`src/rtl/seqc_pkg.sv`:
```
package seqc_pkg;
  localparam int INSN_W  = 16;
  localparam int OPC_W   = 3;
  localparam int OPF_W   = 2;
  localparam int RSEL_W  = 3;
  localparam int SH_W    = 2;
  localparam int IMM_W   = 8;
  localparam int ST_W    = 4;
  localparam int ALU_W   = 2;

  // field positions decoded by the datapath and this controller
  localparam int OPC_LSB = 13;
  localparam int OPF_LSB = 11;
  localparam int RN_LSB  = 8;
  localparam int RD_LSB  = 5;
  localparam int SH_LSB  = 3;
  localparam int RM_LSB  = 0;

  typedef enum logic [ST_W-1:0] {
    ST_IDLE = 4'd0,
    ST_DEC  = 4'd1,
    ST_RDA  = 4'd2,
    ST_RDB  = 4'd3,
    ST_XMOV = 4'd4,
    ST_XADD = 4'd5,
    ST_XCMP = 4'd6,
    ST_XAND = 4'd7,
    ST_XMVN = 4'd8,
    ST_WBR  = 4'd9,
    ST_WBI  = 4'd10
  } state_e;

  localparam logic [OPC_W-1:0] OPC_MOVE = 3'b110;
  localparam logic [OPC_W-1:0] OPC_ARTH = 3'b101;
  localparam logic [OPF_W-1:0] OPF_MREG = 2'b00;
  localparam logic [OPF_W-1:0] OPF_MIMM = 2'b10;

  localparam logic [ALU_W-1:0] ALU_ADD = 2'b00;
  localparam logic [ALU_W-1:0] ALU_SUB = 2'b01;
  localparam logic [ALU_W-1:0] ALU_AND = 2'b10;
  localparam logic [ALU_W-1:0] ALU_INV = 2'b11;

  // execute state chosen by the operation fields, ST_IDLE if undefined
  function automatic state_e exec_of(input logic [OPC_W-1:0] opc,
                                     input logic [OPF_W-1:0] opf);
    state_e r;
    r = ST_IDLE;
    if (opc == OPC_MOVE && opf == OPF_MREG) r = ST_XMOV;
    else if (opc == OPC_ARTH) begin
      unique case (opf)
        2'b00:   r = ST_XADD;
        2'b01:   r = ST_XCMP;
        2'b10:   r = ST_XAND;
        default: r = ST_XMVN;
      endcase
    end
    return r;
  endfunction
endpackage

```
`src/rtl/seqc_ir.sv`:
```
module seqc_ir
  import seqc_pkg::*;
#(
  parameter int W = INSN_W
) (
  input  logic              clk,
  input  logic              rst,
  input  logic              load,
  input  logic [W-1:0]      instr_in,
  output logic [OPC_W-1:0]  q_opc,
  output logic [OPF_W-1:0]  q_opf,
  output logic [RSEL_W-1:0] d_rn,
  output logic [RSEL_W-1:0] d_rd,
  output logic [SH_W-1:0]   d_sh,
  output logic [RSEL_W-1:0] d_rm,
  output logic [IMM_W-1:0]  d_imm
);
  logic [W-1:0] ir_q;
  logic [W-1:0] ir_d;

  always_comb begin
    ir_d = ir_q;
    if (load) ir_d = instr_in;
    if (rst)  ir_d = '0;
  end

  always_ff @(posedge clk) begin
    ir_q <= ir_d;
  end

  assign q_opc = ir_q[OPC_LSB +: OPC_W];
  assign q_opf = ir_q[OPF_LSB +: OPF_W];
  assign d_rn  = ir_d[RN_LSB +: RSEL_W];
  assign d_rd  = ir_d[RD_LSB +: RSEL_W];
  assign d_sh  = ir_d[SH_LSB +: SH_W];
  assign d_rm  = ir_d[RM_LSB +: RSEL_W];
  assign d_imm = ir_d[IMM_W-1:0];
endmodule

```
`src/rtl/seqc_fsm.sv`:
```
module seqc_fsm
  import seqc_pkg::*;
(
  input  logic             clk,
  input  logic             rst,
  input  logic             start,
  input  logic [OPC_W-1:0] opc,
  input  logic [OPF_W-1:0] opf,
  output state_e           state_q,
  output state_e           state_d
);
  logic   is_imm;
  state_e x_st;

  assign is_imm = (opc == OPC_MOVE) && (opf == OPF_MIMM);
  assign x_st   = exec_of(opc, opf);

  always_comb begin
    state_d = state_q;
    unique case (state_q)
      ST_IDLE: if (start) state_d = ST_DEC;
      ST_DEC: begin
        if (is_imm)                 state_d = ST_WBI;
        else if (x_st != ST_IDLE)   state_d = ST_RDA;
        else                        state_d = ST_IDLE;
      end
      ST_RDA:  state_d = ST_RDB;
      ST_RDB:  state_d = x_st;
      ST_XMOV, ST_XADD, ST_XAND, ST_XMVN: state_d = ST_WBR;
      ST_XCMP, ST_WBR, ST_WBI: state_d = ST_IDLE;
      default: state_d = ST_IDLE;
    endcase
    if (rst) state_d = ST_IDLE;
  end

  always_ff @(posedge clk) begin
    state_q <= state_d;
  end
endmodule

```
`src/rtl/seqc_ctl.sv`:
```
module seqc_ctl
  import seqc_pkg::*;
#(
  parameter int DW = 16
) (
  input  logic              clk,
  input  logic              rst,
  input  state_e            state_d,
  input  logic [RSEL_W-1:0] rn,
  input  logic [RSEL_W-1:0] rd,
  input  logic [SH_W-1:0]   sh,
  input  logic [RSEL_W-1:0] rm,
  input  logic [IMM_W-1:0]  imm,
  output logic              idle,
  output logic [RSEL_W-1:0] rd_sel,
  output logic [RSEL_W-1:0] wr_sel,
  output logic              reg_we,
  output logic              src_imm,
  output logic              ld_a,
  output logic              ld_b,
  output logic              ld_c,
  output logic              a_bypass,
  output logic [ALU_W-1:0]  alu_op,
  output logic [SH_W-1:0]   sh_op,
  output logic              flag_ld,
  output logic [DW-1:0]     imm_ext
);
  localparam int EXT_W = DW - IMM_W;

  logic              n_idle, n_we, n_src, n_la, n_lb, n_lc, n_byp, n_fl;
  logic [RSEL_W-1:0] n_rs, n_ws;
  logic [ALU_W-1:0]  n_alu;
  logic [SH_W-1:0]   n_sh;

  always_comb begin
    n_idle = 1'b0; n_we = 1'b0; n_src = 1'b0; n_la = 1'b0; n_lb = 1'b0;
    n_lc   = 1'b0; n_byp = 1'b0; n_fl = 1'b0;
    n_rs   = '0; n_ws = '0; n_alu = ALU_ADD; n_sh = '0;
    unique case (state_d)
      ST_IDLE: n_idle = 1'b1;
      ST_RDA:  begin n_rs = rn; n_la = 1'b1; end
      ST_RDB:  begin n_rs = rm; n_lb = 1'b1; end
      ST_XMOV: begin n_lc = 1'b1; n_byp = 1'b1; n_alu = ALU_ADD; n_sh = sh; end
      ST_XADD: begin n_lc = 1'b1; n_alu = ALU_ADD; n_sh = sh; end
      ST_XCMP: begin n_fl = 1'b1; n_alu = ALU_SUB; n_sh = sh; end
      ST_XAND: begin n_lc = 1'b1; n_alu = ALU_AND; n_sh = sh; end
      ST_XMVN: begin n_lc = 1'b1; n_alu = ALU_INV; n_sh = sh; end
      ST_WBR:  begin n_ws = rd; n_we = 1'b1; end
      ST_WBI:  begin n_ws = rn; n_we = 1'b1; n_src = 1'b1; end
      default: ;
    endcase
  end

  always_ff @(posedge clk) begin
    if (rst) begin
      idle <= 1'b1; reg_we <= 1'b0; src_imm <= 1'b0; ld_a <= 1'b0;
      ld_b <= 1'b0; ld_c <= 1'b0; a_bypass <= 1'b0; flag_ld <= 1'b0;
      rd_sel <= '0; wr_sel <= '0; alu_op <= ALU_ADD; sh_op <= '0;
      imm_ext <= '0;
    end else begin
      idle <= n_idle; reg_we <= n_we; src_imm <= n_src; ld_a <= n_la;
      ld_b <= n_lb; ld_c <= n_lc; a_bypass <= n_byp; flag_ld <= n_fl;
      rd_sel <= n_rs; wr_sel <= n_ws; alu_op <= n_alu; sh_op <= n_sh;
      imm_ext <= {{EXT_W{imm[IMM_W-1]}}, imm};
    end
  end
endmodule

```
`src/rtl/seqc_top.sv`:
```
module seqc_top
  import seqc_pkg::*;
#(
  parameter int INSN_W_P = INSN_W,
  parameter int DATA_W   = 16
) (
  input  logic                clk,
  input  logic                rst,
  input  logic                start,
  input  logic                load,
  input  logic [INSN_W_P-1:0] instr_in,
  output logic [ST_W-1:0]     state_code,
  output logic                idle,
  output logic [RSEL_W-1:0]   rd_sel,
  output logic [RSEL_W-1:0]   wr_sel,
  output logic                reg_we,
  output logic                src_imm,
  output logic                ld_a,
  output logic                ld_b,
  output logic                ld_c,
  output logic                a_bypass,
  output logic [ALU_W-1:0]    alu_op,
  output logic [SH_W-1:0]     sh_op,
  output logic                flag_ld,
  output logic [DATA_W-1:0]   imm_ext
);
  logic [OPC_W-1:0]  q_opc;
  logic [OPF_W-1:0]  q_opf;
  logic [RSEL_W-1:0] d_rn, d_rd, d_rm;
  logic [SH_W-1:0]   d_sh;
  logic [IMM_W-1:0]  d_imm;
  state_e            st_q, st_d;

  seqc_ir #(.W(INSN_W_P)) u_ir (
    .clk(clk), .rst(rst), .load(load), .instr_in(instr_in),
    .q_opc(q_opc), .q_opf(q_opf), .d_rn(d_rn), .d_rd(d_rd),
    .d_sh(d_sh), .d_rm(d_rm), .d_imm(d_imm)
  );

  seqc_fsm u_fsm (
    .clk(clk), .rst(rst), .start(start), .opc(q_opc), .opf(q_opf),
    .state_q(st_q), .state_d(st_d)
  );

  seqc_ctl #(.DW(DATA_W)) u_ctl (
    .clk(clk), .rst(rst), .state_d(st_d), .rn(d_rn), .rd(d_rd),
    .sh(d_sh), .rm(d_rm), .imm(d_imm), .idle(idle), .rd_sel(rd_sel),
    .wr_sel(wr_sel), .reg_we(reg_we), .src_imm(src_imm), .ld_a(ld_a),
    .ld_b(ld_b), .ld_c(ld_c), .a_bypass(a_bypass), .alu_op(alu_op),
    .sh_op(sh_op), .flag_ld(flag_ld), .imm_ext(imm_ext)
  );

  assign state_code = st_q;
endmodule

```
`config.mk`:
```
export PLATFORM = sky130hd
export DESIGN_NAME = seqc_top
export DESIGN_NICKNAME = d
export VERILOG_FILES = /design/src/rtl/seqc_pkg.sv /design/src/rtl/seqc_ir.sv /design/src/rtl/seqc_fsm.sv /design/src/rtl/seqc_ctl.sv /design/src/rtl/seqc_top.sv
export SDC_FILE = /design/constraint.sdc
export NUM_CORES = 1
export LEC_CHECK = 0
export BUFFER_PORTS_ARGS = -buffer_cell sky130_fd_sc_hd__buf_2
export CELL_PAD_IN_SITES_DETAIL_PLACEMENT = 1
export CELL_PAD_IN_SITES_GLOBAL_PLACEMENT = 1
export CORE_MARGIN = 5
export CORE_UTILIZATION = 33
export CTS_CLUSTER_SIZE = 25
export DETAILED_ROUTE_END_ITERATION = 12
export PLACE_DENSITY_LB_ADDON = 0.1
export SLEW_MARGIN = 20
export SYNTH_ARGS = -nofsm -noshare
export SYNTH_HDL_FRONTEND = slang
export SYNTH_SLANG_ARGS = --single-unit
```
`constraint.sdc`:
```
create_clock -name clk -period 1.9 [get_ports clk]
set_input_delay 0.475 -clock clk [delete_from_list [all_inputs] [get_ports clk]]
set_output_delay 0.475 -clock clk [all_outputs]
set_load 0.01 [all_outputs]
```
==> Word-level counts from Yosys, hierarchy flattened <==
Index checks and enable logic that the tools add are counted.
{ "word_totals": {"latch_bits": 0, "register_bits": 46, "out_inout_bits": 38, "romBits": 0, "mem_count": 0, "mem_bits_rw": 0} }
{ "classes": {"add_sub_neg": 0, "bitwise": 1, "div": 0, "n_reduce_logical": 11, "eq_ne": 20, "mux": 21, "shifts": 0, "n_lt_le_gt_ge": 0, "mul": 0} }
{ "op_table": {"columns": ["operator", "n"], "rows": [
  ["== test 4 x 3 -> 1 bit, second input constant", 7],
  ["two-way mux 11 bit", 2],
  ["two-way mux 4 bit", 5],
  ["case mux 4 bit (5 select lines)", 1],
  ["== test 4 x 2 -> 1 bit, second input constant", 4],
  ["== test 4 bit, second input constant", 4],
  ["case mux 3 bit (2 select lines)", 2],
  ["case mux 4 bit (3 select lines)", 1],
  ["zero test 4 bit", 2],
  ["two-way mux 1 bit", 8],
  ["OR reduction 4 bit", 2],
  ["== test 3 bit, second input constant", 2],
  ["case mux 2 bit (3 select lines)", 1],
  ["OR reduction 5 bit", 1],
  ["== test 4 x 1 -> 1 bit, second input constant", 1],
  ["nonzero test 4 bit", 1],
  ["OR reduction 2 bit", 2],
  ["== test 2 x 1 -> 1 bit, second input constant", 1],
  ["== test 2 bit, second input constant", 1],
  ["logical AND 1 bit", 2],
  ["zero test 2 bit", 1],
  ["two-way mux 2 bit", 1],
  ["inverter 1 bit", 1]
]} }

==> Longest topological paths before layout <==
{ "depth": {"word_depth": 13, "mapped_depth": 8, "depth_no_buf": 7} }

==> Hierarchy <==
A second synthesis with hierarchy kept.
{ "hier_totals": {"hier_cells": 203, "hier_area_um2": 2014.4} }
{ "modules_own_cells": {"columns": ["mod", "instances", "area_per_inst_um2", "seq_area_each_um2", "cells_per_inst"], "rows": [
  ["seqc_ctl", 1, 957.2, 520.5, 91],
  ["seqc_ir", 1, 678.2, 320.3, 65],
  ["seqc_fsm", 1, 379.1, 80.1, 47]
]} }

==> Least setup slack after synthesis <==
Ideal clock, no wire load.
{ "synth_path": {"kind": "register to register", "start": "reg u_ir.ir_q[12]", "end": "reg u_ctl.rd_sel[0]", "stages_incl_launch_ff": 8, "slack_ns": 0.057, "synth_period_minus_slack_ns": 1.843, "t_arrival_ns": 1.776, "n_path_buf": 0, "setup_ns": 0.067, "path_cell_list": "dfxtp_1 -> inv_1 -> ha_1 -> inv_1 -> o21ai_0 -> a31oi_2 -> or4b_4 -> a21oi_2"} }
{ "synth_via": {"elab_chain_cells": 11, "elab_cells_between_ends": 16, "cone_classes": "eq/ne (4); mux (8); reduce/logical (4)"} }
{ "synth_lines": {"columns": ["element", "line_no", "rtl"], "rows": [
  ["start: declaration", "seqc_ir.sv:18", "logic [W-1:0] ir_q;"],
  ["start signal: assignment", "seqc_ir.sv:28", "ir_q <= ir_d;"],
  ["== test 2 bit, or another cell as far along", "seqc_pkg.sv:50, seqc_fsm.sv:15", null],
  ["case mux 4 bit (3 select lines)", "seqc_pkg.sv:50", "unique case (opf)"],
  ["two-way mux 4 bit", "seqc_pkg.sv:49", "else if (opc == OPC_ARTH) begin"],
  ["two-way mux 4 bit", "seqc_pkg.sv:48", "if (opc == OPC_MOVE && opf == OPF_MREG) r = ST_XMOV;"],
  ["nonzero test 4 bit", "seqc_fsm.sv:24", "else if (x_st != ST_IDLE) state_d = ST_RDA;"],
  ["two-way mux 2 bit", "seqc_fsm.sv:24", null],
  ["two-way mux 4 bit", "seqc_fsm.sv:23", "if (is_imm) state_d = ST_WBI;"],
  ["case mux 4 bit (5 select lines) *", "seqc_fsm.sv:20", "unique case (state_q)"],
  ["two-way mux 4 bit *", "seqc_fsm.sv:33", "if (rst) state_d = ST_IDLE;"],
  ["== test 4 x 2 -> 1 bit", "seqc_ctl.sv:39", "unique case (state_d)"],
  ["case mux 3 bit (2 select lines) *", "seqc_ctl.sv:39", null],
  ["end signal: assignment", "seqc_ctl.sv:63", "rd_sel <= n_rs; wr_sel <= n_ws; alu_op <= n_alu; sh_op <= n_sh;"],
  ["end: declaration", "seqc_ctl.sv:15", "output logic [RSEL_W-1:0] rd_sel,"]
]} }
Mark *: on every way between the ends. The rest lies on a longest branch, timed or not.
A chain may end at the register's enable or synchronous reset.

==> Worst setup path after layout <==
{ "layout_path": {"start": "reg u_ir.ir_q[11]", "end": "reg u_ctl.rd_sel[2]"} }
Same word-level chain as after synthesis.

==> summary.md <==
| Metric | Value |
|---|---|
| Worst path top cell family by delay | simple AND/OR/NAND/NOR gates |
| Critical Path Start Type | register |
| Final hold vios | 0 |
| Drt pass-1 iters | 3 |
| Synth area leaders | dfxtp_1, mux2i_1, nor2_1, buf_4, ha_1 |
| Status | completed |
| Max cap viols | 0 |
| Worst setup margin | 0.08532 ns |
| Clock latency on the worst-skew pair | 0.30 ns |
| Worst slew pin tran | 0.4652 ns |
| Layout cells sized above 1 | 42.28% |
| Cts hold-fix bufs | 0 |
| Yosys warning count | 0 |
| Worst VDD drop | 0.0005323 V |
| Clock Tree Buf Depth | 2 |
| Area leader, netlist | dfxtp_1 |
| Worst setup EP type | register |
| Number of global-route vias before repair | 1,548 |
| FFs w/ async S/R, synth | 0% |
| Vias/cell | 4.620 |
| Mapped Cells | 182 |
| Slew HR | 68.70% |
| Area growth, synth to finish | 30.47% |
| Root Buffer | clkbuf_8 |
| Total wire length | 4.641 mm |
| HPWL after DPL | 3.594 mm |
| Dpl ws | -0.005928 ns |
| Clk_skew | 0.006797 ns |
| Utilization after layout | 44.88% |
| Distinct cells, synth | 42 |
| 1st-iter DRT viols | 53 |
| PwrDens | 846.5 nW/µm² |
| Pleak | 1.089 nW |
| Initial core utilization | 34.40% |
| Critical path, cell by cell | inv_1 > ha_1 > nand2b_1 > o32a_1 > o221ai_4 > or4b_4 > a21oi_2 |
| Critical-path top delay cell | or4b_4 |
| HP Class | in2reg |
| Int Pwr | 1.490 mW |
| Syn Nets | 205 |
| Tcrit/Tclk final | 95.51% |
| Synth Area per Inst | 9.838 µm² |
| Total Neg Setup Slack | 0 ns |
| Post-layout nets | 268 |
| Clock power frac | 37.8% |
| Total global-route track usage | 13.46% |
| H-Tree Depth | 2 |
| Mapped Area | 1790 µm² |
| Wire length per cell | 14.69 µm |
| Post-synth EDFFs | 0 |
| Number of CTS-inserted buffers | 5 |
| Via count | 1,460 |
| Top_reg_cell synth | dfxtp_1 |
| Buffers and inverters on the worst path | 1 |
| Worst reg2reg path depth | 7 |
| Reg2reg setup slack | 0.09 ns |
| Hold path depth | 3 |
| Crit path kind | reg2reg |
| Top cell type's share of synthesized area | 51.43% |
| Flops & latches, synth | 46 |
| CTS tree | built |
| Site Rows | 26 |
| Sequential fraction of the synthesis area | 51.43% |
| Fill cells | 627 |
| Crit path time final | 1.815 ns |
| I/O Pins | 58 |
| Routability cong. | 0.8068 |
| Total core area | 5205 µm² |
| Switch share | 24.65% |
| Clk pin slew, worst setup/hold paths | 0.09 ns |
| Antenna violations before repair | 0 |
| Most numerous cell in the Yosys netlist | dfxtp_1 |
| Overflow after GRT | 0 |
| Slowest Stage Delay on Critical Path | 0.62 ns |
| Fmax | 0.5511 GHz |
| Setup violators final | 0 |
| Switching power | 0.4874 mW |
| Overall power | 1.977 mW |
| Most frequent cells after synthesis | dfxtp_1, nor2_1, mux2i_1 |
| Max Slew Vio Count | 0 |
| PortBufs | 57 |
| CP max FO | 5 |
| ANT cells | 0 |
| ANT nets after route | 0 |
| Die H | 83.66 µm |
| Logic pwr share | 10.7% |
| WP data arrival | 2.05 ns |
| First-pass GRT wire length | 7.645 mm |
| Die ar. | 6999 µm² |
| Stages on the worst setup path | 7 |
| DRC | 0 |
| Sequential share of power | 51.6% |
| Clk sinks | 46 |
| Largest net degree at the start of global routing | 23 |
| Die X-Extent | 83.66 µm |
| CP Data Required Time | 2.14 ns |
## per-stage QoR
| stage | instance area [µm²] | hold slack [ns] | std cells |
|---|---|---|---|
| after global placement | 2155 | 0.4682 | 305 |
| after global routing | 2336 | 0.4235 | 316 |
| after floorplan | 1790 | 0.4557 | 182 |
| after CTS | 2287 | 0.4070 | 313 |
| after detailed placement | 2155 | 0.4797 | 305 |
| final | 2336 | 0.4167 | 316 |
## path summary, 6_finish.rpt
kind,start,to
setup reg to reg,u_ir.ir_q[11],u_ctl.rd_sel[2]
setup / recovery,u_ir.ir_q[11],u_ctl.rd_sel[2]
hold reg to reg,u_ir.ir_q[3],u_ctl.imm_ext[3]
hold / removal,instr_in[12],u_ir.ir_q[12]
## cells by family after synthesis
| kind of cell | Yosys count | share of synthesized area, % |
|---|---|---|
| DFF | 46 | 51.43 |
| and+or+nand+nor | 68 | 19.43 |
| muxes | 16 | 8.945 |
| AOI/OAI and AO/OA | 28 | 11.74 |
| buffers and inverters | 21 | 6.359 |
| adders and majority gates | 3 | 2.097 |
## routing by layer
layer	part of all wire (%)	GRT usage, %
met5	0	0
met4	0.65	3.509
met3	6.3	5.035
met2	46	21.84
met1	47	16.80
## power groups by stage
stage	combinational (mW)	clock, mW	sequential, mW
2_1_floorplan	0.130	0	1.05
3_3_place_gp	0.202	0	1.04
3_5_place_dp	0.206	0	1.04
4_1_cts	0.209	0.774	1.02
5_1_grt	0.234	0.807	1.03
6_report	0.211	0.747	1.02
## sequential cells by signal (all words and copies together) (netlist names), 2 cells and up
signal,flops
u_ctl.imm_ext,8
u_ctl.alu_op,2
u_ctl.wr_sel,3
u_ir.ir_q,16
u_fsm.state_q,4
u_ctl.sh_op,2
u_ctl.rd_sel,3
## final cells by class
type                    count  area, µm²  share of cell area (%)
well taps                  70      87.58                   3.749
multi-input cells         115      792.0                   33.90
clock inverters             3      48.80                   2.089
clock buffers               5      68.82                   2.946
inverters                   6      22.52                  0.9641
repair buffers             71      390.4                   16.71
flip-flops and latches     46      925.9                   39.64
## worst reg2reg max path, cell delays in order, from the launching register on
cell	delay [ns]
dfxtp_2	0.35
inv_1	0.06
ha_1	0.21
nand2b_1	0.07
o32a_1	0.17
o221ai_4	0.14
or4b_4	0.62
a21oi_2	0.13
## cell usage in the layout (no fill, tap or decap), drive strengths merged
cell type	count
buf	71
dfxtp	46
nor2	32
mux2i	16
nand2	10
a21oi	9
nand3	7
inv	7
clkbuf	5
o21ai	4
nand2b	4
nor3	3
ha	3
nor4	3
o31ai	3
and2	2
o21a	2
nand3b	2
a21boi	2
a31oi	2
or2b	1
nor2b	1
a21o	1
o22a	1
o32a	1
o221ai	1
a31o	1
and4	1
o21bai	1
or4b	1
nor3b	1
bufinv	1
clkinvlp	1
## what timing repair did
action,4_1_cts,5_1_grt
setup endpoints to repair,5,15
resized for setup,3,10
pin swaps,1,2
buffers inserted,0,3
No activity file was read; power rests on OpenSTA's default activity.
